===== src/rtl/sram_seq_pkg.sv =====
`timescale 1ns/1ps
package sram_seq_pkg;

  typedef enum logic [2:0] {
    ST_IDLE   = 3'd0,
    ST_WSET   = 3'd1,
    ST_WPULSE = 3'd2,
    ST_WREC   = 3'd3,
    ST_READ   = 3'd4
  } seq_state_e;

  // nanosecond limits of one speed grade
  typedef struct packed {
    int unsigned wr_pulse;
    int unsigned wr_cycle;
    int unsigned wr_setup_end;
    int unsigned data_setup;
    int unsigned rd_cycle;
    int unsigned addr_acc;
    int unsigned oe_acc;
    int unsigned oe_release;
  } grade_t;

  function automatic grade_t grade_limits(input bit fast);
    grade_t g;
    if (fast) begin
      g.wr_pulse = 45; g.wr_cycle = 55; g.wr_setup_end = 50; g.data_setup = 25;
      g.rd_cycle = 55; g.addr_acc = 55; g.oe_acc = 30; g.oe_release = 20;
    end else begin
      g.wr_pulse = 55; g.wr_cycle = 70; g.wr_setup_end = 65; g.data_setup = 30;
      g.rd_cycle = 70; g.addr_acc = 70; g.oe_acc = 35; g.oe_release = 25;
    end
    return g;
  endfunction

  function automatic int unsigned clk_count(input int unsigned ns, input int unsigned period);
    int unsigned c;
    if (period == 0) return 1;
    c = (ns + period - 1) / period;
    return (c == 0) ? 1 : c;
  endfunction

  function automatic int unsigned max2(input int unsigned a, input int unsigned b);
    return (a > b) ? a : b;
  endfunction

  function automatic int unsigned wr_low_cycles(input bit fast, input int unsigned period);
    grade_t g = grade_limits(fast);
    return max2(clk_count(g.wr_pulse, period),
                max2(clk_count(g.wr_setup_end, period), clk_count(g.data_setup, period)));
  endfunction

  function automatic int unsigned rec_cycles(input bit fast, input int unsigned period);
    grade_t g = grade_limits(fast);
    int unsigned used = 1 + wr_low_cycles(fast, period);
    int unsigned wc   = clk_count(g.wr_cycle, period);
    return (wc > used + 1) ? (wc - used) : 1;
  endfunction

  function automatic int unsigned rd_cycles(input bit fast, input int unsigned period);
    grade_t g = grade_limits(fast);
    return max2(clk_count(g.rd_cycle, period),
                max2(clk_count(g.addr_acc, period), clk_count(g.oe_acc, period)));
  endfunction

  function automatic int unsigned ta_cycles(input bit fast, input int unsigned period);
    grade_t g = grade_limits(fast);
    return clk_count(g.oe_release, period);
  endfunction

endpackage


===== src/rtl/sram_turnaround.sv =====
`timescale 1ns/1ps
module sram_turnaround #(
  parameter int CNT_W  = 4,
  parameter int TA_CYC = 1
) (
  input  logic clk,
  input  logic rst_n,
  input  logic oe_release,
  output logic ta_done
);

  logic [CNT_W-1:0] wait_q;

  always_ff @(posedge clk) begin
    if (!rst_n)              wait_q <= '0;
    else if (oe_release)     wait_q <= CNT_W'(TA_CYC);
    else if (wait_q != '0)   wait_q <= wait_q - CNT_W'(1);
  end

  assign ta_done = (wait_q == '0);

endmodule


===== src/rtl/sram_rd_capture.sv =====
`timescale 1ns/1ps
module sram_rd_capture #(
  parameter int DATA_W = 16,
  parameter int LANES  = 2
) (
  input  logic              clk,
  input  logic              rst_n,
  input  logic              sample,
  input  logic [LANES-1:0]  lane_en,
  input  logic [DATA_W-1:0] dq_in,
  output logic              rsp_valid,
  output logic [DATA_W-1:0] rsp_rdata
);

  localparam int LANE_W = DATA_W / LANES;

  always_ff @(posedge clk) begin
    if (!rst_n) rsp_valid <= 1'b0;
    else        rsp_valid <= sample;
  end

  for (genvar i = 0; i < LANES; i++) begin : g_lane
    always_ff @(posedge clk) begin
      if (!rst_n)
        rsp_rdata[i*LANE_W +: LANE_W] <= '0;
      else if (sample)
        rsp_rdata[i*LANE_W +: LANE_W] <= lane_en[i] ? dq_in[i*LANE_W +: LANE_W] : '0;
    end
  end

  // result strobe lasts a single clock
  p_rsp_pulse_r6: assert property (@(posedge clk) disable iff (!rst_n)
    rsp_valid |=> !rsp_valid);

endmodule


===== src/rtl/sram_seq_fsm.sv =====
`timescale 1ns/1ps
module sram_seq_fsm
  import sram_seq_pkg::*;
#(
  parameter int ADDR_W = 17,
  parameter int DATA_W = 16,
  parameter int CNT_W  = 4,
  parameter int WR_LOW = 3,
  parameter int REC    = 1,
  parameter int RD_CYC = 3
) (
  input  logic              clk,
  input  logic              rst_n,
  input  logic              req_valid,
  input  logic              req_write,
  input  logic [ADDR_W-1:0] req_addr,
  input  logic [DATA_W-1:0] req_wdata,
  input  logic [1:0]        req_be,
  input  logic              ta_done,
  output logic              req_ready,
  output logic [ADDR_W-1:0] addr_q,
  output logic [DATA_W-1:0] wdata_q,
  output logic [1:0]        be_q,
  output logic              cs_act,
  output logic [1:0]        lane_act,
  output logic              we_act,
  output logic              oe_act,
  output logic              drive_act,
  output logic              rd_last
);

  seq_state_e       state_q;
  logic [CNT_W-1:0] cnt_q;
  logic             accept;
  logic             cnt_zero;

  assign accept   = req_valid && (state_q == ST_IDLE);
  assign cnt_zero = (cnt_q == '0);

  always_ff @(posedge clk) begin
    if (!rst_n) begin
      state_q <= ST_IDLE;
      cnt_q   <= '0;
      addr_q  <= '0;
      wdata_q <= '0;
      be_q    <= '0;
    end else begin
      case (state_q)
        ST_IDLE: if (accept) begin
          addr_q  <= req_addr;
          wdata_q <= req_wdata;
          be_q    <= req_be;
          state_q <= req_write ? ST_WSET : ST_READ;
          cnt_q   <= req_write ? '0 : CNT_W'(RD_CYC - 1);
        end
        ST_WSET: if (ta_done) begin
          state_q <= ST_WPULSE;
          cnt_q   <= CNT_W'(WR_LOW - 1);
        end
        ST_WPULSE: if (cnt_zero) begin
          state_q <= ST_WREC;
          cnt_q   <= CNT_W'(REC - 1);
        end else cnt_q <= cnt_q - CNT_W'(1);
        ST_WREC, ST_READ: if (cnt_zero) state_q <= ST_IDLE;
                          else          cnt_q   <= cnt_q - CNT_W'(1);
        default: state_q <= ST_IDLE;
      endcase
    end
  end

  assign req_ready = (state_q == ST_IDLE);
  assign cs_act    = (state_q != ST_IDLE);
  assign lane_act  = cs_act ? be_q : 2'b00;
  assign we_act    = (state_q == ST_WPULSE);
  assign oe_act    = (state_q == ST_READ);
  assign drive_act = ((state_q == ST_WSET) && ta_done) ||
                     (state_q == ST_WPULSE) || (state_q == ST_WREC);
  assign rd_last   = (state_q == ST_READ) && cnt_zero;

  // run-length counters for the checks below
  logic [CNT_W:0] we_run_q, oe_run_q;
  always_ff @(posedge clk) begin
    if (!rst_n) begin
      we_run_q <= '0;
      oe_run_q <= '0;
    end else begin
      we_run_q <= we_act ? we_run_q + (CNT_W+1)'(1) : '0;
      oe_run_q <= oe_act ? oe_run_q + (CNT_W+1)'(1) : '0;
    end
  end

  // strobe-low run is exactly WR_LOW clocks
  p_we_len_r3: assert property (@(posedge clk) disable iff (!rst_n)
    $fell(we_act) |-> (we_run_q == (CNT_W+1)'(WR_LOW)));
  // output-enable run is exactly RD_CYC clocks
  p_oe_len_r6: assert property (@(posedge clk) disable iff (!rst_n)
    $fell(oe_act) |-> (oe_run_q == (CNT_W+1)'(RD_CYC)));
  // no second acceptance right after one
  p_ready_drop_r2: assert property (@(posedge clk) disable iff (!rst_n)
    (req_valid && req_ready) |=> !req_ready);

endmodule


===== src/rtl/sram_seq_ctrl.sv =====
`timescale 1ns/1ps
module sram_seq_ctrl
  import sram_seq_pkg::*;
#(
  parameter int ADDR_W        = 17,
  parameter int DATA_W        = 16,
  parameter int CLK_PERIOD_NS = 20,
  parameter bit FAST_GRADE    = 1'b1
) (
  input  logic              clk,
  input  logic              rst_n,
  input  logic              req_valid,
  output logic              req_ready,
  input  logic              req_write,
  input  logic [ADDR_W-1:0] req_addr,
  input  logic [DATA_W-1:0] req_wdata,
  input  logic [1:0]        req_be,
  output logic              rsp_valid,
  output logic [DATA_W-1:0] rsp_rdata,
  output logic [ADDR_W-1:0] sram_addr,
  output logic              sram_cs_n,
  output logic              sram_lb_n,
  output logic              sram_ub_n,
  output logic              sram_we_n,
  output logic              sram_oe_n,
  output logic [DATA_W-1:0] sram_dq_out,
  output logic              sram_dq_oe,
  input  logic [DATA_W-1:0] sram_dq_in
);

  localparam int WR_LOW  = int'(wr_low_cycles(FAST_GRADE, CLK_PERIOD_NS));
  localparam int REC     = int'(rec_cycles(FAST_GRADE, CLK_PERIOD_NS));
  localparam int RD_CYC  = int'(rd_cycles(FAST_GRADE, CLK_PERIOD_NS));
  localparam int TA_CYC  = int'(ta_cycles(FAST_GRADE, CLK_PERIOD_NS));
  localparam int MAX_CYC = int'(max2(max2(WR_LOW, REC), max2(RD_CYC, TA_CYC)));
  localparam int CNT_W   = $clog2(MAX_CYC + 1) + 1;
  localparam int GAP_W   = CNT_W + 1;

  logic [1:0]        be_q, lane_act;
  logic [DATA_W-1:0] wdata_q;
  logic              cs_act, we_act, oe_act, drive_act, rd_last, ta_done;

  sram_seq_fsm #(
    .ADDR_W(ADDR_W), .DATA_W(DATA_W), .CNT_W(CNT_W),
    .WR_LOW(WR_LOW), .REC(REC), .RD_CYC(RD_CYC)
  ) u_fsm (
    .clk(clk), .rst_n(rst_n), .req_valid(req_valid), .req_write(req_write),
    .req_addr(req_addr), .req_wdata(req_wdata), .req_be(req_be), .ta_done(ta_done),
    .req_ready(req_ready), .addr_q(sram_addr), .wdata_q(wdata_q), .be_q(be_q),
    .cs_act(cs_act), .lane_act(lane_act), .we_act(we_act), .oe_act(oe_act),
    .drive_act(drive_act), .rd_last(rd_last)
  );

  sram_turnaround #(.CNT_W(CNT_W), .TA_CYC(TA_CYC)) u_ta (
    .clk(clk), .rst_n(rst_n), .oe_release(rd_last), .ta_done(ta_done)
  );

  sram_rd_capture #(.DATA_W(DATA_W), .LANES(2)) u_cap (
    .clk(clk), .rst_n(rst_n), .sample(rd_last), .lane_en(be_q),
    .dq_in(sram_dq_in), .rsp_valid(rsp_valid), .rsp_rdata(rsp_rdata)
  );

  assign sram_cs_n   = ~cs_act;
  assign sram_lb_n   = ~lane_act[0];
  assign sram_ub_n   = ~lane_act[1];
  assign sram_we_n   = ~we_act;
  assign sram_oe_n   = ~oe_act;
  assign sram_dq_out = wdata_q;
  assign sram_dq_oe  = drive_act;

  // clocks since output enable was last low, saturating; starts saturated
  logic [GAP_W-1:0] gap_q;
  always_ff @(posedge clk) begin
    if (!rst_n)              gap_q <= '1;
    else if (!sram_oe_n)     gap_q <= '0;
    else if (gap_q != '1)    gap_q <= gap_q + GAP_W'(1);
  end

  // bus drive waits out the release time
  p_turnaround_r9: assert property (@(posedge clk) disable iff (!rst_n)
    $rose(sram_dq_oe) |-> (gap_q >= GAP_W'(TA_CYC)));
  // output enable never meets drive or strobe
  p_oe_excl_r8: assert property (@(posedge clk) disable iff (!rst_n)
    (sram_dq_oe || !sram_we_n) |-> sram_oe_n);
  // address held while selected
  p_addr_hold_r10: assert property (@(posedge clk) disable iff (!rst_n)
    (!sram_cs_n && $past(!sram_cs_n)) |-> $stable(sram_addr));

endmodule


===== config.mk =====
export PLATFORM = sky130hd
export DESIGN_NAME = sram_seq_ctrl
export DESIGN_NICKNAME = d
export VERILOG_FILES = /design/src/rtl/sram_seq_pkg.sv /design/src/rtl/sram_turnaround.sv /design/src/rtl/sram_rd_capture.sv /design/src/rtl/sram_seq_fsm.sv /design/src/rtl/sram_seq_ctrl.sv
export SDC_FILE = /design/constraint.sdc
export NUM_CORES = 1
export LEC_CHECK = 0
export CAP_MARGIN = 10
export CORE_UTILIZATION = 41
export DETAILED_ROUTE_END_ITERATION = 8
export PLACE_DENSITY_LB_ADDON = 0.1
export SYNTH_ARGS = -nofsm -noshare
export SYNTH_HDL_FRONTEND = slang
export SYNTH_SLANG_ARGS = --single-unit

===== constraint.sdc =====
create_clock -name clk -period 2.5 [get_ports clk]
set_input_delay 0.5 -clock clk [delete_from_list [all_inputs] [get_ports clk]]
set_output_delay 0.5 -clock clk [all_outputs]
set_load 0.05 [all_outputs]

==> results of run 1 <==
## flip-flops by register name, summed over array words and instances (netlist names)
signal / count
u_fsm.state_q: 3
u_cap.rsp_rdata: 16
u_fsm.addr_q: 17
u_ta.wait_q: 3
u_fsm.be_q: 2
u_cap.rsp_valid: 1
u_fsm.cnt_q: 3
u_fsm.wdata_q: 16
## power breakdown
group	internal [W]	switching, W	total, W
logic	0.000487	0.000814	0.00130
registers	0.00110	0.0000668	0.00116
clock network	0.000566	0.000400	0.000965
total	0.00215	0.00128	0.00343
## logic make-up (layout without fill, tap and decap cells)
logic type | count (synthesis) | count (layout) | share of synthesized area (%)
multiplexers | 3 | 3 | 1.23
buffers and inverters | 29 | 144 | 6.42
AO/OA/AOI/OAI | 72 | 72 | 19.1
adder cells (fa/ha/maj) | 6 | 6 | 3.08
AND/OR/NAND/NOR | 108 | 108 | 19.7
XOR/XNOR | 1 | 1 | 0.360
flip-flops | 61 | 61 | 50.1
## metrics by stage
step,util (%),hold WS (ns)
2_1_floorplan,-,0.445
3_3_place_gp,63.5,0.442
3_5_place_dp,63.5,0.446
4_1_cts,67.5,0.455
5_1_grt,67.5,0.467
6_report,67.5,0.452
## metal layers
layer	vias to the layer above	track usage, %	wire (µm)
met5	-	0	0
met4	0	11.1	131
met3	10	5.63	447
met2	83	30.4	2630
met1	975	24.7	2720
li1	1159	-	-
## final timing paths
path,slack [ns],depth (start not counted),endpoint,from
max,0.10,2,sram_oe_n,u_fsm.state_q[0]$_SDFFE_PN0P_
min,0.45,2,u_fsm.addr_q[1]$_SDFFE_PN0P_,u_fsm.addr_q[1]$_SDFFE_PN0P_
max reg2reg,0.40,7,u_fsm.cnt_q[2]$_SDFFE_PN0P_,u_fsm.cnt_q[0]$_SDFFE_PN0P_
min reg2reg,0.45,2,u_fsm.addr_q[1]$_SDFFE_PN0P_,u_fsm.addr_q[1]$_SDFFE_PN0P_
## worst min-delay path, stage by stage (launching register included)
cell and delay (ns):
dfxtp_1 0.31, nand2_1 0.05, a21oi_1 0.05
## cells in the final DEF (no fill, tap or decap), types with 2 or more instances in the layout
cell	netlist	layout
nor2_1	8	8
nand3_1	2	2
ha_1	6	6
clkbuf_8	0	9
clkdlybuf4s50_1	0	106
o21bai_1	2	2
mux2i_1	3	3
a211oi_1	3	3
and2_1	4	4
nand2b_1	4	4
dfxtp_1	61	61
o211ai_1	2	2
nor2b_1	4	4
a22o_1	16	16
nand2_1	77	77
a21oi_1	38	38
and3_1	3	3
inv_1	8	8
o21ai_0	3	3
a31oi_1	2	2
bufinv_16	0	2
buf_4	3	13
clkinv_4	0	2
## layout make-up
| class | count | area, µm² | area share (%) |
|---|---|---|---|
| timing repair buffer | 119 | 1160 | 30.6 |
| clock buffer | 9 | 124 | 3.27 |
| multi-input combinational | 190 | 1060 | 28.0 |
| sequential | 61 | 1220 | 32.3 |
| tap | 72 | 90.1 | 2.38 |
| clock inverter | 7 | 98.8 | 2.61 |
| inverter | 9 | 33.8 | 0.893 |
==> key figures, run 1 <==
Flow run
  – Maxcap violations: 0

Drt
  – Initial DRC Count: 92
  – Post-DRT Antenna Nets: 0
  – Via count: 2227
  – Vias per cell: 4.77
  – Number of remaining DRC errors: 0
  – Routed len/inst: 12.7 µm
  – Drt first pass iters: 4
  – Drt total wl: 5930 µm

Worst setup path
  – CP bufs+invs: 1
  – Crit-path max FO: 5
  – Setup crit start kind: flop
  – Cells along the critical path: or3b_1, clkdlybuf4s50_1
  – CP peak stage delay: 0.75 ns
  – CP Class: flop to output pin
  – Crit end category: output pin
  – Top delay family on crit path: buffers and inverters
  – CP arrival: 1.90 ns
  – Worst Path Required: 2.00 ns
  – CP max-delay cell: clkdlybuf4s50_1

Synth
  – Synth Register Bits: 61
  – FFs w/ async S/R, synth: 0%
  – Most common cell in the synthesized netlist: nand2_1
  – Synthesized instance count: 280
  – Synth warnings: 0
  – Synth cell types: 36
  – Sequential fraction of the synthesis area: 50.1%
  – Synth top area cells: dfxtp_1 50%, nand2_1 12%, a21oi_1 7.8%
  – Most frequent cells after synthesis: 77 x nand2_1, 61 x dfxtp_1, 38 x a21oi_1, 16 x a22o_1
  – Top_reg_cell synth: dfxtp_1
  – Share of the synthesized area in the top cell type: 50.1%
  – Area leader, netlist: dfxtp_1
  – Syn_nets: 341
  – Synthesized area: 0.00244 mm²
  – Post-synth EDFFs: 0
  – Post-Syn Area per Cell: 8.70 µm²

Power and ir drop
  – VDD IR max: 0.000506 V
  – Total power divided by cell area: 906 mW/mm²
  – Total power: 0.00343 W
  – Leakage: 1.48 nW

Timing
  – Fin Setup TNS: 0 ns
  – Final Critical Period: 2.40 ns
  – F_max: 0.417 GHz
  – Slew @ Worst Pin: 0.693 ns
  – Setup violators final: 0
  – Clock skew: 0.0110 ns
  – Final cycle utilization of the critical path: 95.9%
  – Final setup margin: 0.102 ns
  – Fin. max-slew vios: 0
  – RSZ-0062 raised after global routing: no
  – Final hold vios: 0
  – Slew HR: 53.2%

Floorplan
  – Die width: 79.1 µm
  – Die area: 0.00625 mm²
  – Die height: 79.1 µm
  – IO Pins: 112
  – Initial Util: 43.4%
  – Core region area: 0.00561 mm²
  – Row cnt: 27

Place
  – Placed Area: 0.00356 mm²
  – Dpl hpwl: 4100 µm
  – Port bufs: 111
  – Placed Instances: 451
  – Setup WS pre-CTS: 0.426 ns
  – Placer Congestion: 0.865

Clocking
  – CTS Buf Count: 9
  – Clock Tree Root: clkbuf_8
  – H-tree Lvls: 3
  – Post-CTS setup buffers: 0
  – Post-CTS Hold Fix Bufs: 0
  – Post_cts resized: 0
  – Skew-Pair Late Insertion Delay: 0.34 ns
  – Max clock buf depth: 2
  – CTS tree: built
  – Clock slew at reported path FFs: 0.07 ns
  – CTS sink cnt: 61

Hold path
  – Worst min path class: flop to flop

Global routing
  – GR Overflow Total: 0
  – Vias in the first global route: 2087
  – Initial antenna violation count: 0
  – Largest net degree at the start of global routing: 36
  – Overall routing resource usage: 19.8%
  – Global-route wire length before repair: 9540 µm

Final layout
  – Share of post-route cells with drive strength above 1: 8.61%
  – Cell area after layout: 0.00378 mm²
  – Finished Layout Cells: 467
  – Fillcell total: 456
  – Area Growth Syn to Fin: 55.4%
  – Nets: 451
  – Antenna Diode Count: 0

Outcome
  – Status: complete, no violations
No activity file was read; power rests on OpenSTA's default activity.
==> run 2: changes to the inputs <==
--- a/config.mk
+++ b/config.mk
@@ -9,6 +9,7 @@
 export CORE_UTILIZATION = 41
 export DETAILED_ROUTE_END_ITERATION = 8
 export PLACE_DENSITY_LB_ADDON = 0.1
+export SETUP_SLACK_MARGIN = 0.15
 export SYNTH_ARGS = -nofsm -noshare
 export SYNTH_HDL_FRONTEND = slang
 export SYNTH_SLANG_ARGS = --single-unit
==> run 2 against run 1 <==
Flip-flop and latch count stayed put. Critical path type unchanged. Power hardly changed. Cell area hardly changed. Die area stayed put. Highest routed layer unchanged.
==> key figures, run 2 (synthesis gave the netlist of run 1 again) <==
Global routing
  – Initial antenna violation count: 0
  – Global-route wire length before repair: 9540 µm
  – Largest net degree at the start of global routing: 36
  – Vias in the first global route: 2087
  – Overall routing resource usage: 19.8%
  – GR Overflow Total: 0

Hold path
  – Hold Path Origin: u_fsm.addr_q[1]$_SDFFE_PN0P_
  – Hold path depth: 2
  – Hold Crit Endpoint: u_fsm.addr_q[1]$_SDFFE_PN0P_
  – Worst min path class: flop to flop

Clocking
  – CTS Buf Count: 9
  – Skew-Pair Late Insertion Delay: 0.34 ns
  – CTS sink cnt: 61
  – Clock slew at reported path FFs: 0.07 ns
  – H-tree Lvls: 3
  – CTS tree: built
  – Clock Tree Root: clkbuf_8
  – Max clock buf depth: 2

Power and ir drop
  – Total power divided by cell area: 906 mW/mm²
  – VDD IR max: 0.000499 V
  – Leakage: 1.48 nW
  – Total power: 0.00343 W

Final layout
  – Max FFs per register: 17
  – Largest Register: u_fsm.addr_q
  – Commonest cells after routing, fill and taps aside: 105 x clkdlybuf4s50_1, 77 x nand2_1, 61 x dfxtp_1
  – Antenna Diode Count: 0
  – Area Growth Syn to Fin: 55.3%
  – Largest regs: u_fsm.addr_q: 17 flops, u_cap.rsp_rdata: 16 flops, u_fsm.wdata_q: 16 flops
  – Nets: 451
  – Share of post-route cells with drive strength above 1: 8.61%
  – Fillcell total: 455
  – Most common cell after layout, fill and taps aside: clkdlybuf4s50_1

Floorplan
  – Die area: 0.00625 mm²
  – Die width: 79.1 µm
  – Die height: 79.1 µm
  – Core region area: 0.00561 mm²
  – IO Pins: 112
  – Initial Util: 43.4%
  – Row cnt: 27

Worst setup path
  – Worst Path Required: 2.00 ns
  – Crit-path max FO: 13
  – CP arrival: 1.76 ns
  – CP max-delay cell: clkdlybuf4s50_1
  – CP bufs+invs: 2
  – Crit. path cell count: 4
  – Reg2reg end: u_fsm.cnt_q[2]$_SDFFE_PN0P_
  – Cells along the critical path: buf_4, nor2_1, nand2_1, clkdlybuf4s50_1
  – R2r worst-path depth: 7
  – Top delay family on crit path: buffers and inverters
  – CP Class: flop to output pin
  – R2R Path Start: u_fsm.cnt_q[0]$_SDFFE_PN0P_
  – CP peak stage delay: 0.79 ns
  – Setup crit start kind: flop
  – Crit end category: output pin
  – FF-to-FF setup slack: 0.40 ns

Place
  – Port bufs: 111
  – Placer Congestion: 0.865
  – Setup WS pre-CTS: 0.426 ns
  – Dpl hpwl: 4100 µm

Timing
  – Fin Setup TNS: 0 ns
  – Clock skew: 0.0110 ns
  – RSZ-0062 raised after global routing: no
  – Final cycle utilization of the critical path: 90.5%
  – F_max: 0.442 GHz
  – Slew HR: 53.2%
  – Final setup margin: 0.237 ns
  – Final Critical Period: 2.26 ns
  – Fin. max-slew vios: 0
  – Setup violators final: 0
  – Worst hold slack: 0.452 ns
  – Slew @ Worst Pin: 0.693 ns
  – Final hold vios: 0

Drt
  – Drt total wl: 5940 µm
  – Post-DRT Antenna Nets: 0
  – Initial DRC Count: 96
  – Routed len/inst: 12.7 µm
  – Vias per cell: 4.78
  – Number of remaining DRC errors: 0
  – Via count: 2234
  – Drt first pass iters: 6

Outcome
  – Status: complete, no violations

Flow run
  – Maxcap violations: 0
[run 2: cell count changes in the layout (fill, tap and decap cells not counted), sizes merged]
cell | before | now
dlygate4sd2 | 0 | 1
clkdlybuf4s50 | 106 | 105
[run 2: worst max-delay path by stage]
stage                             startpoint                          end  slack, ns
4_1_cts        u_fsm.state_q[2]$_SDFFE_PN0P_                    sram_we_n       0.22
3_3_place_gp   u_fsm.state_q[0]$_SDFFE_PN0P_                    sram_oe_n       0.46
3_5_place_dp     u_fsm.cnt_q[0]$_SDFFE_PN0P_  u_fsm.cnt_q[2]$_SDFFE_PN0P_       0.43
6_report       u_fsm.state_q[2]$_SDFFE_PN0P_                    sram_we_n       0.24
5_1_grt        u_fsm.state_q[2]$_SDFFE_PN0P_                    sram_we_n       0.16
2_1_floorplan    u_ta.wait_q[0]$_SDFFE_PN0P_                   sram_dq_oe       0.47
[run 2: metal layers]
layer  vias up  routed length (µm)  global-route usage (%)
li1       1161                   -                       -
met1       976                2710                    24.7
met2        87                2640                    30.4
met3        10                 455                    5.63
met4         0                 130                    11.1
met5         -                   0                       0
[run 2: final cells by class]
cell class / instances / area, µm² / share of cell area, %
flip-flops and latches: 61 / 1220 / 32.3
inverters: 9 / 33.8 / 0.893
well taps: 72 / 90.1 / 2.38
multi-input cells: 190 / 1060 / 28.0
clock inverters: 7 / 98.8 / 2.61
repair buffers: 119 / 1160 / 30.6
clock buffers: 9 / 124 / 3.27
[run 2: metrics by stage]
stage	instances	area (µm²)	util, %
2_1_floorplan	280	2440	-
6_report	467	3780	67.5
3_5_place_dp	451	3560	63.5
5_1_grt	467	3780	67.5
3_3_place_gp	451	3560	63.5
4_1_cts	467	3780	67.5
[run 2: worst min-delay path: stages, from the launching register on]
cell and delay [ns]:
dfxtp_1 0.31, nand2_1 0.05, a21oi_1 0.05
[run 2: power by group]
part	switching (W)	internal, W	leakage (nW)	total (W)
clock	0.000400	0.000566	0.110	0.000966
combinational	0.000814	0.000485	0.871	0.00130
sequential	0.0000667	0.00110	0.499	0.00116
total	0.00128	0.00215	1.48	0.00343
[run 2: timing repair]
action                     CTS  global route
setup endpoints to repair    1             0
hold endpoints to repair     0             0
hold buffers                 0             0
gates resized for setup      1             0
setup buffers                0             0
